<file path="src/rtl/rastk_pkg.sv">
package rastk_pkg;

   typedef enum logic [1:0] {
      STK_IDLE = 2'd0,
      STK_PUSH = 2'd1,
      STK_POP  = 2'd2
   } stk_op_e;

   function automatic int unsigned ring_next(input int unsigned idx, input int unsigned depth);
      return (idx == depth - 1) ? 0 : idx + 1;
   endfunction

   function automatic int unsigned ring_prev(input int unsigned idx, input int unsigned depth);
      return (idx == 0) ? depth - 1 : idx - 1;
   endfunction

endpackage

</file>
<file path="src/rtl/rastk_gate.sv">
module rastk_gate
   import rastk_pkg::*;
(
   input  logic    call_i,
   input  logic    ret_i,
   input  logic    irq_req_i,
   input  logic    full_i,
   output stk_op_e op_o,
   output logic    irq_ack_o,
   output logic    ack_allow_o
);

   logic ack_w;

   // an interrupt is taken only on a cycle free of call/return and with room left
   assign ack_w       = irq_req_i & ~full_i & ~call_i & ~ret_i;
   assign irq_ack_o   = ack_w;
   assign ack_allow_o = ~full_i;

   always_comb begin
      if (ret_i)               op_o = STK_POP;   // return wins over call
      else if (call_i | ack_w) op_o = STK_PUSH;
      else                     op_o = STK_IDLE;
   end

endmodule

</file>
<file path="src/rtl/rastk_ptr.sv">
module rastk_ptr
   import rastk_pkg::*;
#(
   parameter int unsigned DEPTH = 6,
   localparam int unsigned PTR_W = (DEPTH > 1) ? $clog2(DEPTH) : 1,
   localparam int unsigned CNT_W = $clog2(DEPTH + 1)
) (
   input  logic             clk,
   input  logic             rst_n,
   input  stk_op_e          op_i,
   output logic [PTR_W-1:0] wr_idx_o,
   output logic [PTR_W-1:0] rd_idx_o,
   output logic             full_o
);

   localparam logic [CNT_W-1:0] CNT_MAX = CNT_W'(DEPTH);

   logic [PTR_W-1:0] ptr_q;
   logic [CNT_W-1:0] cnt_q;
   logic [PTR_W-1:0] ptr_inc, ptr_dec;

   assign ptr_inc  = PTR_W'(ring_next(int'(ptr_q), DEPTH));
   assign ptr_dec  = PTR_W'(ring_prev(int'(ptr_q), DEPTH));
   assign wr_idx_o = ptr_q;
   assign rd_idx_o = ptr_dec;
   assign full_o   = (cnt_q == CNT_MAX);

   always_ff @(posedge clk or negedge rst_n) begin
      if (!rst_n) begin
         ptr_q <= '0;
         cnt_q <= '0;
      end else begin
         unique case (op_i)
            STK_PUSH: begin
               ptr_q <= ptr_inc;                         // wrap drops oldest when full
               if (cnt_q != CNT_MAX) cnt_q <= cnt_q + 1'b1;
            end
            STK_POP: begin
               if (cnt_q != '0) begin
                  ptr_q <= ptr_dec;
                  cnt_q <= cnt_q - 1'b1;
               end
            end
            default: ;
         endcase
      end
   end

   p_cnt_bound_r2: assert property (@(posedge clk) disable iff (!rst_n)
      cnt_q <= CNT_MAX);

   p_push_grow_r3: assert property (@(posedge clk) disable iff (!rst_n)
      (op_i == STK_PUSH && cnt_q != CNT_MAX) |=> (cnt_q == $past(cnt_q) + 1'b1));

   p_pop_shrink_r4: assert property (@(posedge clk) disable iff (!rst_n)
      (op_i == STK_POP && cnt_q != '0) |=> (cnt_q == $past(cnt_q) - 1'b1));

   p_full_stays_r7: assert property (@(posedge clk) disable iff (!rst_n)
      (op_i == STK_PUSH && full_o) |=> full_o);

   p_empty_pop_r8: assert property (@(posedge clk) disable iff (!rst_n)
      (op_i == STK_POP && cnt_q == '0) |=> (cnt_q == '0 && $stable(ptr_q)));

endmodule

</file>
<file path="src/rtl/rastk_store.sv">
module rastk_store #(
   parameter int unsigned DEPTH = 6,
   parameter int unsigned PC_W  = 13,
   localparam int unsigned PTR_W = (DEPTH > 1) ? $clog2(DEPTH) : 1
) (
   input  logic             clk,
   input  logic             rst_n,
   input  logic             we_i,
   input  logic [PTR_W-1:0] widx_i,
   input  logic [PC_W-1:0]  wdata_i,
   input  logic [PTR_W-1:0] ridx_i,
   output logic [PC_W-1:0]  rdata_o
);

   logic [PC_W-1:0] slot_q [DEPTH];

   for (genvar g = 0; g < DEPTH; g++) begin : g_slot
      always_ff @(posedge clk or negedge rst_n) begin
         if (!rst_n)                                  slot_q[g] <= '0;
         else if (we_i && widx_i == PTR_W'(g))        slot_q[g] <= wdata_i;
      end
   end

   always_comb begin
      rdata_o = '0;
      for (int i = 0; i < DEPTH; i++) begin
         if (ridx_i == PTR_W'(i)) rdata_o = slot_q[i];
      end
   end

endmodule

</file>
<file path="src/rtl/ret_addr_stack.sv">
module ret_addr_stack
   import rastk_pkg::*;
#(
   parameter int unsigned DEPTH = 6,
   parameter int unsigned PC_W  = 13
) (
   input  logic            clk,
   input  logic            rst_n,
   input  logic            call_i,
   input  logic            ret_i,
   input  logic            irq_req_i,
   input  logic [PC_W-1:0] push_pc_i,
   output logic [PC_W-1:0] pop_pc_o,
   output logic            irq_ack_o,
   output logic            full_o,
   output logic            ack_allow_o
);

   localparam int unsigned PTR_W = (DEPTH > 1) ? $clog2(DEPTH) : 1;

   if (DEPTH < 2) begin : g_bad_depth
      $error("ret_addr_stack: DEPTH must be at least 2");
   end
   if (PC_W < 1 || PC_W > 32) begin : g_bad_pcw
      $error("ret_addr_stack: PC_W must be 1..32");
   end

   stk_op_e          op_w;
   logic [PTR_W-1:0] widx_w, ridx_w;
   logic             full_w;

   rastk_gate u_gate (
      .call_i      (call_i),
      .ret_i       (ret_i),
      .irq_req_i   (irq_req_i),
      .full_i      (full_w),
      .op_o        (op_w),
      .irq_ack_o   (irq_ack_o),
      .ack_allow_o (ack_allow_o)
   );

   rastk_ptr #(.DEPTH(DEPTH)) u_ptr (
      .clk      (clk),
      .rst_n    (rst_n),
      .op_i     (op_w),
      .wr_idx_o (widx_w),
      .rd_idx_o (ridx_w),
      .full_o   (full_w)
   );

   rastk_store #(.DEPTH(DEPTH), .PC_W(PC_W)) u_store (
      .clk     (clk),
      .rst_n   (rst_n),
      .we_i    (op_w == STK_PUSH),
      .widx_i  (widx_w),
      .wdata_i (push_pc_i),
      .ridx_i  (ridx_w),
      .rdata_o (pop_pc_o)
   );

   assign full_o = full_w;

   p_no_ack_full_r6: assert property (@(posedge clk) disable iff (!rst_n)
      full_o |-> !irq_ack_o);

   p_ret_frees_r6: assert property (@(posedge clk) disable iff (!rst_n)
      (full_o && ret_i) |=> !full_o);

   p_push_visible_r3: assert property (@(posedge clk) disable iff (!rst_n)
      (call_i && !ret_i) |=> (pop_pc_o == $past(push_pc_i)));

   p_ack_pushes_r5: assert property (@(posedge clk) disable iff (!rst_n)
      irq_ack_o |=> (pop_pc_o == $past(push_pc_i)));

endmodule

</file>
<file path="config.mk">
export PLATFORM = sky130hd
export DESIGN_NAME = ret_addr_stack
export DESIGN_NICKNAME = d
export VERILOG_FILES = /design/src/rtl/rastk_pkg.sv /design/src/rtl/rastk_gate.sv /design/src/rtl/rastk_ptr.sv /design/src/rtl/rastk_store.sv /design/src/rtl/ret_addr_stack.sv
export SDC_FILE = /design/constraint.sdc
export NUM_CORES = 1
export LEC_CHECK = 0
export BUFFER_PORTS_ARGS = -buffer_cell sky130_fd_sc_hd__buf_2
export CELL_PAD_IN_SITES_DETAIL_PLACEMENT = 1
export CELL_PAD_IN_SITES_GLOBAL_PLACEMENT = 1
export CORE_UTILIZATION = 49
export CTS_CLUSTER_SIZE = 16
export DETAILED_ROUTE_END_ITERATION = 10
export HOLD_SLACK_MARGIN = 0.15
export PLACE_DENSITY_LB_ADDON = 0.1
export SLEW_MARGIN = 40
export SYNTH_ARGS = -nofsm -noshare
export SYNTH_HDL_FRONTEND = slang
export SYNTH_HIERARCHICAL = 1
export SYNTH_SLANG_ARGS = --single-unit
</file>
<file path="constraint.sdc">
create_clock -name clk -period 2.65 [get_ports clk]
set_clock_uncertainty 0.05 [all_clocks]
set_input_delay 0.265 -clock clk [delete_from_list [all_inputs] [get_ports clk]]
set_output_delay 0.265 -clock clk [all_outputs]
set_load 0.01 [all_outputs]
</file>
==> results of run 1 <==
[registers in the layout, summed over array words and instances, names as in the netlist]
name	cells
u_ptr/wr_idx_o	3
u_store/slot_q	78
u_ptr/cnt_q	3
[cells in the final DEF, fill, tap and decap left out, types with 5 or more instances in the layout]
cell type | netlist | final
buf_2 | 7 | 32
o21a_1 | 13 | 13
ha_1 | 5 | 5
mux2_2 | 78 | 78
o221ai_1 | 14 | 14
nand2_1 | 18 | 18
dfrtp_1 | 84 | 84
buf_4 | 6 | 29
inv_1 | 8 | 7
clkbuf_8 | 0 | 9
mux2i_1 | 26 | 26
nand3b_1 | 14 | 14
[through the flow]
stage                     instances  instance area, um2  setup WS, ns
after detailed placement        472                4630         0.223
after floorplan                 325                4200         0.252
after CTS                       489                4840        0.0198
after global placement          472                4630         0.300
final                           489                4840         0.134
after global routing            489                4840       -0.0240
[final cells by class]
| class | instances | area, um2 | area share |
|---|---|---|---|
| Tap cell | 105 | 131 | 0.0271 |
| Clock buffer | 9 | 124 | 0.0256 |
| Sequential cell | 84 | 2100 | 0.434 |
| Multi-Input combinational cell | 213 | 1970 | 0.407 |
| Clock inverter | 7 | 73.8 | 0.0153 |
| Inverter | 8 | 30.0 | 0.00620 |
| Timing Repair Buffer | 63 | 408 | 0.0843 |
[metal layers]
metal | global-route usage | vias to the layer above
met5 | 0 | -
met4 | 0.0530 | 0
met3 | 0.0419 | 8
met2 | 0.397 | 34
met1 | 0.283 | 1452
li1 | - | 1305
[worst max-delay path by stage]
stage	start	to	slack, ns	cells after the start
CTS	u_ptr/wr_idx_o[1]	pop_pc_o[1]	0.02	7
finish	u_ptr/wr_idx_o[0]	pop_pc_o[1]	0.13	8
global route	u_ptr/wr_idx_o[1]	pop_pc_o[1]	-0.02	8
global placement	u_ptr/cnt_q[2]	u_ptr/cnt_q[2]	0.30	10
detailed placement	u_ptr/cnt_q[2]	u_ptr/cnt_q[2]	0.22	10
floorplan	u_ptr/cnt_q[0]	u_ptr/cnt_q[2]	0.25	11
[report_power, final]
part,leakage [nW],switching [mW],total (mW),internal [mW]
Sequential,1.05,0.307,2.17,1.86
Combinational,1.06,1.47,3.00,1.53
Clock,0.100,0.470,0.913,0.442
[worst max-delay path: cells and delay by family, from the launching register on]
kind / cells / cell delay, ns
AND/OR/NAND/NOR: 3 / 0.59
buffers and inverters: 3 / 0.54
flip-flops: 1 / 0.38
AO/OA/AOI/OAI: 2 / 0.32
[repair_timing]
| item | 4_1_cts | 5_1_grt |
|---|---|---|
| setup endpoints to repair | 2 | 9 |
| gates resized for setup | 1 | 2 |
| endpoints found under the hold margin | 33 | 0 |
| pin swaps | 0 | 0 |
| hold buffers | 1 | 0 |
[cell families (layout without fill, tap and decap cells)]
family          count (synthesis)  count (layout)  share of synthesized area
simple gates                   59              59                     0.0965
mux                           104             104                      0.271
compound gates                 44              44                     0.0822
fa+ha+maj                       5               5                     0.0149
buf+inv                        28              87                     0.0325
flops                          84              84                      0.501
xor+xnor                        1               1                    0.00209
==> impl_results.md, run 1 <==
- Design Power: 6.08 mW
- Type of the most critical hold path: in2reg
- Final Hold Fails: 0
- Hold path startpoint: push_pc_i[6]
- Syn Nets: 348
- Startpoint Class: flip-flop
- Final hold slack: approximately 0.17 ns
- Die width: 94.6 um
- Metal3 WL: approximately 200 um
- Number of global-route vias before repair: 2992
- Row count: 33
- Fin crit share: 0.950
- Setup TNS: 0 ns
- Synth cell types: 43
- Hold path depth: 2
- Worst Path Max Fanout: 15
- Synth area leader: dfrtp_1
- Avg Inst Size Synth: around 13 um2
- DR DRC count: 0
- Mapped Cells: 325
- Cell with the most instances after synthesis: dfrtp_1
- Number of synthesized flops with an enable pin: 0
- Outcome: completed
- Max Clk Rate: 0.397 GHz
- Syn-to-layout area delta: 15.3%
- Critical path's slowest cell: dfrtp_1
- Top post-synthesis cells by count: dfrtp_1 (84), mux2_2 (78), mux2i_1 (26)
- Worst slew margin: 0.696
- Routed vias: 2799
- Top-area cell type share of the netlist area: 0.501
- Post-CTS setup buffer count: 0
- Max VDD drop: ~560 uV
- Most used DFF post-synth: dfrtp_1
- Worst r2r dst: u_ptr/cnt_q[2]
- Share of layout cells above drive strength 1: 0.443
- Crit path time final: 2.52 ns
- Congestion Overflow GR: 0
- DR vias/cell: 5.72
- MaxCap Viol Count: 0
- CTS tree: done
- Initial antenna violation count: 0
- Detailed Route WL: 9230 um
- CTS sink cnt: 84
- WS Path Type: reg2out
- WL/cell: between 15 and 20 um
- Iteration-0 DRC Markers: roughly 70
- Final setup vio count: 0
- CP most frequent cell: buf_4
- Die Ht: roughly 95 um
- CP Cell Sequence: buf_4 -> nand2b_1 -> o21ai_2 -> and3b_2 -> buf_4 -> nand2_1 -> o221ai_1 -> buf_2
- WP data arrival: 2.20 ns
- Crit Reg-Reg Startpoint: u_ptr/cnt_q[2]
- Sequential cell area fraction in the yosys report: 0.501
- Core ar.: 8260 um2
- Antenna Nets Post-Route: 0
- Slew @ Worst Pin: roughly 0.46 ns
- Starting Density: 0.508
- Clk Latency, worst-skew pair: 0.35 ns
- Largest net degree at the start of global routing: between 50 and 60
- Fill cells: around 860
- Fin nets: between 400 and 500
- Detailed Place HPWL: 6430 um
- CTS root buf: clkbuf_8
- Worst r2r path cells: 10
- # port buffers: 33
- Synth Warn #: 6
- Max-slew violation count: 0
- Metal2 WL: about 4700 um
- Final design utilization: 0.586
- First-pass GRT wire length: 15000 um
- WL met1: 4260 um
- Diodes inserted: 0
- DIE AREA: ~8900 um2
- Cell Area, Synth: 4200 um2
- Maximum level of the CTS H-tree: 3
- RSZ-0062 raised after global routing: true
- WHS Endpoint: u_store/slot_q[6]
- Crit-path max cell delay: 0.38 ns
- PD cells: about 1300 nW/um2
- FF+latch count, synth: 84
- Crit end category: output pin
- Async set-reset flop share out of synthesis: 1.00
- Routability Congestion: approximately 0.79
- Data required, critical path: 2.34 ns
- GRT Util Overall: 0.224
- I/O pin count: 34
- Drt first pass iters: 4
- Num CTS Buffers: 9
- Clock transition at path regs: approximately 0.090 ns
- Highest metal used: met4
- Top cells by area, synth: dfrtp_1 (50%), mux2_2 (21%), mux2i_1 (6.2%)
- Max clock buf depth: 2
- Leakage: 2.20 nW
- Reg2reg setup slack: 0.21 ns
No activity file was read; power rests on OpenSTA's default activity.
==> inputs of run 2 (changes only) <==
- CORE_UTILIZATION: 49 -> 45
==> run 2 against run 1 <==
Net effect:
- sequential cell count stayed put
- largest cell class unchanged
- largest power group unchanged
- worst hold slack better by 0.00075 ns
- core utilization is 2.9 points lower
==> impl_results.md, run 2 (synthesis gave the netlist of run 1 again) <==
- Fill cells: 916 (+6.4%)
- Routed vias: 2859 (+2.1%)
- Syn-to-layout area delta: 17.9%
- Clock transition at path regs: 0.09 ns (about the same)
- Antenna Nets Post-Route: 0 (unchanged)
- Crit end category: output pin
- MaxCap Viol Count: 0 (unchanged)
- Leakage: 2.25 nW (+1.9%)
- WL/cell: 19.5 um (+3.2%)
- Starting Density: 0.472 (-0.0362)
- PD cells: 1270 nW/um2 (+0.71%)
- Crit path time final: 2.48 ns (-0.0369 ns)
- Commonest non-fill, non-tap cells in the layout: dfrtp_1 (83), mux2_2 (78), buf_2 (32), buf_4 (27), mux2i_1 (26)
- Max Clk Rate: 0.403 GHz (+1.5%)
- Data required, critical path: 2.34 ns (about the same)
- CTS tree: done
- Top reg by flops: u_store/slot_q
- Share of layout cells above drive strength 1: 0.440 (-0.00250)
- Max-slew violation count: 0 (unchanged)
- Detailed Route WL: 9750 um (+5.7%)
- Clk Latency, worst-skew pair: 0.36 ns (about the same)
- First-pass GRT wire length: 16400 um (+8.9%)
- Metal3 WL: 228 um (+15%)
- Maximum level of the CTS H-tree: 3 (unchanged)
- Max reg flops: 78 (unchanged)
- Final design utilization: 0.557 (-0.0293)
- CP most frequent cell: buf_4
- Initial antenna violation count: 0 (unchanged)
- CTS sink cnt: 84 (unchanged)
- Diodes inserted: 0 (unchanged)
- Drt first pass iters: 4 (unchanged)
- DR DRC count: 0 (unchanged)
- Iteration-0 DRC Markers: 62 (-14%)
- Max VDD drop: 703 uV (+26%)
- WS Path Type: reg2out
- WP data arrival: 2.16 ns (-0.04 ns)
- CP Cell Sequence: buf_4 -> nand2b_1 -> o21ai_2 -> buf_4 -> nand3b_1 -> o21a_1 -> o221ai_1 -> buf_2
- Final std cells w/o fill: 501 (+2.5%)
- Commonest non-fill, non-tap cell in the layout: dfrtp_1
- Final setup vio count: 0 (unchanged)
- Max clock buf depth: 2 (unchanged)
- # port buffers: 33 (unchanged)
- Slew @ Worst Pin: 0.591 ns (+0.136 ns)
- Die Ht: 98.6 um (+4.3%)
- I/O pin count: 34 (unchanged)
- Fin crit share: 0.936 (-0.0139)
- DR vias/cell: 5.71 (-0.30%)
- Worst Path Max Fanout: 11 (-4)
- Routability Congestion: 0.717 (-8.8%)
- Largest net degree at the start of global routing: 46 (-12%)
- Number of global-route vias before repair: 3059 (+2.2%)
- Type of the most critical hold path: in2reg
- Final hold slack: 0.167 ns (+0.000747 ns)
- Metal2 WL: 4720 um (+0.51%)
- Num CTS Buffers: 9 (unchanged)
- Startpoint Class: flip-flop
- Fin nets: 411 (+2.2%)
- Die width: 98.6 um (+4.3%)
- Congestion Overflow GR: 0 (unchanged)
- Crit-path max cell delay: 0.36 ns (-0.02 ns)
- Outcome: completed
- Core ar.: 8890 um2 (+7.7%)
- Row count: 34 (+3.0%)
- Design Power: 6.26 mW (+3.0%)
- WL met1: 4670 um (+9.8%)
- DIE AREA: 9720 um2 (+8.7%)
- Highest metal used: met4
- Worst slew margin: 0.606 (-0.0904)
- Placed Cells: 470 (-0.42%)
- Setup TNS: 0 ns (unchanged)
- GRT Util Overall: 0.222 (-0.00262)
- Final Hold Fails: 0 (unchanged)
- Detailed Place HPWL: 6480 um (+0.83%)
- Critical path's slowest cell: dfrtp_1
- CTS root buf: clkbuf_8
## run 2: layout make-up
class,count,area (um2),area share
repair buffers,71,498,0.101
clock buffers,9,124,0.0250
flip-flops and latches,84,2100,0.425
clock inverters,7,73.8,0.0149
inverters,8,30.0,0.00607
multi-input cells,214,1990,0.401
well taps,108,135,0.0273
## run 2: per-layer routing
| metal | global-route usage | vias to the layer above |
|---|---|---|
| li1 | - | 1333 |
| met1 | 0.301 | 1467 |
| met2 | 0.362 | 47 |
| met3 | 0.0404 | 12 |
| met4 | 0.0700 | 0 |
| met5 | 0 | - |
## run 2: path summary, 6_finish.rpt
| path | slack [ns] | depth (start not counted) | from | endpoint |
|---|---|---|---|---|
| setup / recovery | 0.17 | 8 | u_ptr/wr_idx_o[2] | pop_pc_o[12] |
| hold / removal | 0.17 | 2 | push_pc_i[10] | u_store/slot_q[49] |
| setup reg to reg | 0.21 | 10 | u_ptr/cnt_q[2] | u_ptr/cnt_q[2] |
| hold reg to reg | 0.46 | 1 | u_store/slot_q[24] | u_store/slot_q[24] |
| max in group asynchronous | 1.43 | 3 | rst_n | u_store/slot_q[62] |
| min in group asynchronous | 0.39 | 2 | rst_n | u_store/slot_q[66] |
## run 2: what timing repair did
item	in CTS	in global routing
endpoints found under the setup margin	8	13
buffers inserted	0	7
cloned	0	1
hold buffers	7	0
gates resized for setup	1	7
pin swaps	0	1
endpoints found under the hold margin	70	0
## run 2: through the flow
step                cell area (um2)  setup slack (ns)
global placement               4590             0.311
CTS                            4870           0.00204
floorplan                      4200             0.252
global route                   4950         -0.000711
finish                         4950             0.171
detailed placement             4590             0.224
## run 2: where the power goes
| part | internal (mW) | switching, mW |
|---|---|---|
| clock network | 0.440 | 0.490 |
| registers | 1.86 | 0.292 |
| logic | 1.62 | 1.56 |
## run 2: worst max-delay path: cells and delay by family (launching register included)
kind            cells  cell delay, ns
simple gates        2            0.20
compound gates      3            0.66
buf+inv             3            0.58
flops               1            0.36
==> inputs of run 3 (changes only) <==
- SYNTH_HIERARCHICAL: 1 -> default
- clock period: 2.65 -> 2.77 ns (I/O delays scaled with it)
==> run 3 against run 2 <==
Net effect:
- critical path depth shrank 2
- setup slack gained 0.036 ns
- global-route usage grew 1.1 points
- synthesized cell count grew 0.62%
- clock power shrank 5.3%
- worst hold slack gained 0.017 ns
- core utilization shrank 2.7 points
- critical path type unchanged
==> impl_results.md, run 3 <==
- Max VDD drop: 509 uV (-28%)
- Max reg flops: 78 (unchanged)
- I/O pin count: 34 (unchanged)
- Crit path time final: 2.56 ns
- Synth area leader: dfrtp_1
- Die width: 97.4 um (-1.2%)
- Worst r2r dst: u_store.slot_q[2]
- Number of global-route vias before repair: 3051 (-0.26%)
- Mapped Cells: 327 (+0.62%)
- Commonest non-fill, non-tap cell in the layout: mux2_2
- Max-slew violation count: 0 (unchanged)
- Die Ht: 97.4 um (-1.2%)
- Synth Warn #: 0 (-6)
- Sequential cell area fraction in the yosys report: 0.513 (+0.0124)
- Avg Inst Size Synth: 12.5 um2 (-3.0%)
- Worst Path Max Fanout: 11 (unchanged)
- Syn Nets: 347 (-0.29%)
- Num CTS Buffers: 9 (unchanged)
- # port buffers: 33 (unchanged)
- FF+latch count, synth: 84 (unchanged)
- Async set-reset flop share out of synthesis: 1.00 (unchanged)
- Max clock buf depth: 2 (unchanged)
- Final std cells w/o fill: 483 (-3.6%)
- Setup TNS: 0 ns (unchanged)
- Top cells by area, synth: dfrtp_1 (51%), mux2_2 (24%), a221oi_1 (2.8%)
- Routability Congestion: 0.765 (+6.7%)
- Initial antenna violation count: 0 (unchanged)
- Worst r2r path cells: 4 (-6)
- Final design utilization: 0.530 (-0.0272)
- WP data arrival: 2.24 ns (+0.08 ns)
- Row count: 34 (unchanged)
- CTS sink cnt: 84 (unchanged)
- Cell with the most instances after synthesis: mux2_2
- Diodes inserted: 0 (unchanged)
- Slew @ Worst Pin: 0.761 ns (+0.170 ns)
- Synth cell types: 38 (-12%)
- GRT Util Overall: 0.233 (+0.0111)
- First-pass GRT wire length: 16900 um (+3.1%)
- Iteration-0 DRC Markers: 104 (+68%)
- Max Clk Rate: slightly below 0.4 GHz
- Clk Latency, worst-skew pair: 0.35 ns (about the same)
- Commonest non-fill, non-tap cells in the layout: mux2_2 (89), dfrtp_1 (83), buf_2 (32), buf_4 (20), a21oi_1 (17)
- Final hold slack: 0.184 ns (+0.0169 ns)
- RSZ-0062 raised after global routing: false
- WL/cell: 20.8 um (+6.8%)
- Core ar.: 8760 um2 (-1.4%)
- Comb pwr share: 0.468 (-0.040)
- Share of layout cells above drive strength 1: 0.437 (-0.00287)
- Top-area cell type share of the netlist area: 0.513 (+0.0124)
- Leakage: 2.07 nW (-7.9%)
- Hold path startpoint: push_pc_i[4]
- Final Hold Fails: 0 (unchanged)
- Seq pwr share: 0.382 (+0.038)
- Placed Cells: 466 (-0.85%)
- Largest net degree at the start of global routing: 45 (-2.2%)
- Maximum level of the CTS H-tree: 3 (unchanged)
- Most used DFF post-synth: dfrtp_1
- Starting Density: 0.468 (-0.00469)
- Fin nets: 390 (-5.1%)
- Clock power share: 0.150 (about the same)
- Type of the most critical hold path: in2reg
- Sw frac: 0.374 (about the same)
- Detailed Place HPWL: 6770 um (+4.4%)
- Worst slew margin: 0.489 (-0.117)
- Top post-synthesis cells by count: mux2_2 (89), dfrtp_1 (84), a21oi_1 (17)
- Fill cells: 924 (+0.87%)
- MaxCap Viol Count: 0 (unchanged)
- Reg2reg setup slack: 0.37 ns (+0.16 ns)
- PD cells: 1270 nW/um2 (about the same)
- Crit Reg-Reg Startpoint: u_ptr.cnt_q[2]
- Startpoint Class: flip-flop
- Final setup vio count: 0 (unchanged)
- Hold path depth: 2 (unchanged)
- Drt first pass iters: 4 (unchanged)
- CTS root buf: clkbuf_8
- Number of synthesized flops with an enable pin: 0 (unchanged)
- CTS tree: done
- Congestion Overflow GR: 0 (unchanged)
- Routed vias: 2759 (-3.5%)
- Cell Area, Synth: 4100 um2 (-2.4%)
- Top reg by flops: u_store.slot_q
- WHS Endpoint: u_store.slot_q[30]
- Clock transition at path regs: 0.09 ns (about the same)
- Int Pwr: 3.68 mW (-6.2%)
- NetSw: 2.20 mW (-6.3%)
- Antenna Nets Post-Route: 0 (unchanged)
- Outcome: completed
- Fin crit share: 0.926
- Syn-to-layout area delta: 13.3%
- DIE AREA: 9490 um2 (-2.4%)
- DR vias/cell: 5.71 (about the same)
- DR DRC count: 0 (unchanged)
- Crit end category: output pin
- Data required, critical path: 2.44 ns (+0.10 ns)
- Detailed Route WL: 10000 um (+3.0%)
- WS Path Type: reg2out
run 3: cell count changes after synthesis, sizes merged, moves of 13 or more:
cell | before | now
a21oi | 3 | 17
o21a | 13 | 0
nand3b | 14 | 1
a221oi | 0 | 13
mux2i | 26 | 4
o221ai | 14 | 0
run 3: kinds of logic (layout without fill, tap and decap cells):
group	count (synthesis)	in the layout	share of synthesized area
AND/OR/NAND/NOR	45	45	0.0562
adder cells (fa/ha/maj)	2	2	0.00794
multiplexers	93	93	0.254
XOR/XNOR	2	2	0.00428
AO/OA/AOI/OAI	72	72	0.125
flip-flops	84	84	0.513
buffers and inverters	29	77	0.0397
run 3: stage by stage:
step                      area, um2  power [mW]  setup slack (ns)
after global placement         4430        4.89             0.346
final                          4640        5.88             0.206
after floorplan                4100        4.10             0.638
after CTS                      4640        5.93            0.0787
after detailed placement       4430        5.03             0.293
after global routing           4640        6.32            0.0124
run 3: metal layers:
layer  vias up  part of all wire  global-route usage
met2        33              0.50               0.389
met5         -                 0                   0
met1      1437              0.48               0.315
met4         0            0.0081              0.0464
li1       1282                 -                   -
met3         7             0.018              0.0460
run 3: power by group through the flow:
stage | registers (mW) | clock network [mW] | logic [mW]
after floorplan | 2.08 | 0 | 2.03
after global placement | 2.23 | 0 | 2.67
after detailed placement | 2.26 | 0 | 2.77
after CTS | 2.23 | 0.912 | 2.78
after global routing | 2.33 | 0.970 | 3.02
final | 2.24 | 0.882 | 2.75
run 3: how the worst max path moves through the flow:
stage | start | end | slack, ns | depth (start not counted)
floorplan | u_ptr.cnt_q[2] | u_store.slot_q[10] | 0.64 | 6
global placement | ret_i | u_store.slot_q[2] | 0.35 | 5
detailed placement | ret_i | u_store.slot_q[2] | 0.29 | 5
CTS | u_ptr.wr_idx_o[1] | pop_pc_o[2] | 0.08 | 6
global route | u_ptr.wr_idx_o[0] | pop_pc_o[5] | 0.01 | 6
finish | u_ptr.wr_idx_o[0] | pop_pc_o[5] | 0.21 | 6
run 3: final cells by class:
| cell class | instances | area (um2) | area share |
|---|---|---|---|
| clock buffer | 10 | 128 | 0.0275 |
| multi-input combinational | 214 | 1840 | 0.396 |
| inverter | 7 | 26.3 | 0.00566 |
| clock inverter | 6 | 72.6 | 0.0156 |
| tap | 108 | 135 | 0.0291 |
| sequential | 84 | 2100 | 0.453 |
| timing repair buffer | 54 | 340 | 0.0733 |
run 3: worst max-delay path: stages (launching register included):
cell	delay [ns]
dfrtp_1	0.52
buf_4	0.26
nor2_1	0.37
buf_4	0.25
o21ai_0	0.12
a2bb2oi_1	0.20
buf_2	0.16
run 3: what timing repair did:
action / 4_1_cts / 5_1_grt
setup endpoints to repair: 0 / 2
endpoints found under the hold margin: 40 / 0
hold buffers: 1 / 0
resized for setup: 0 / 1
buffers inserted: 0 / 0
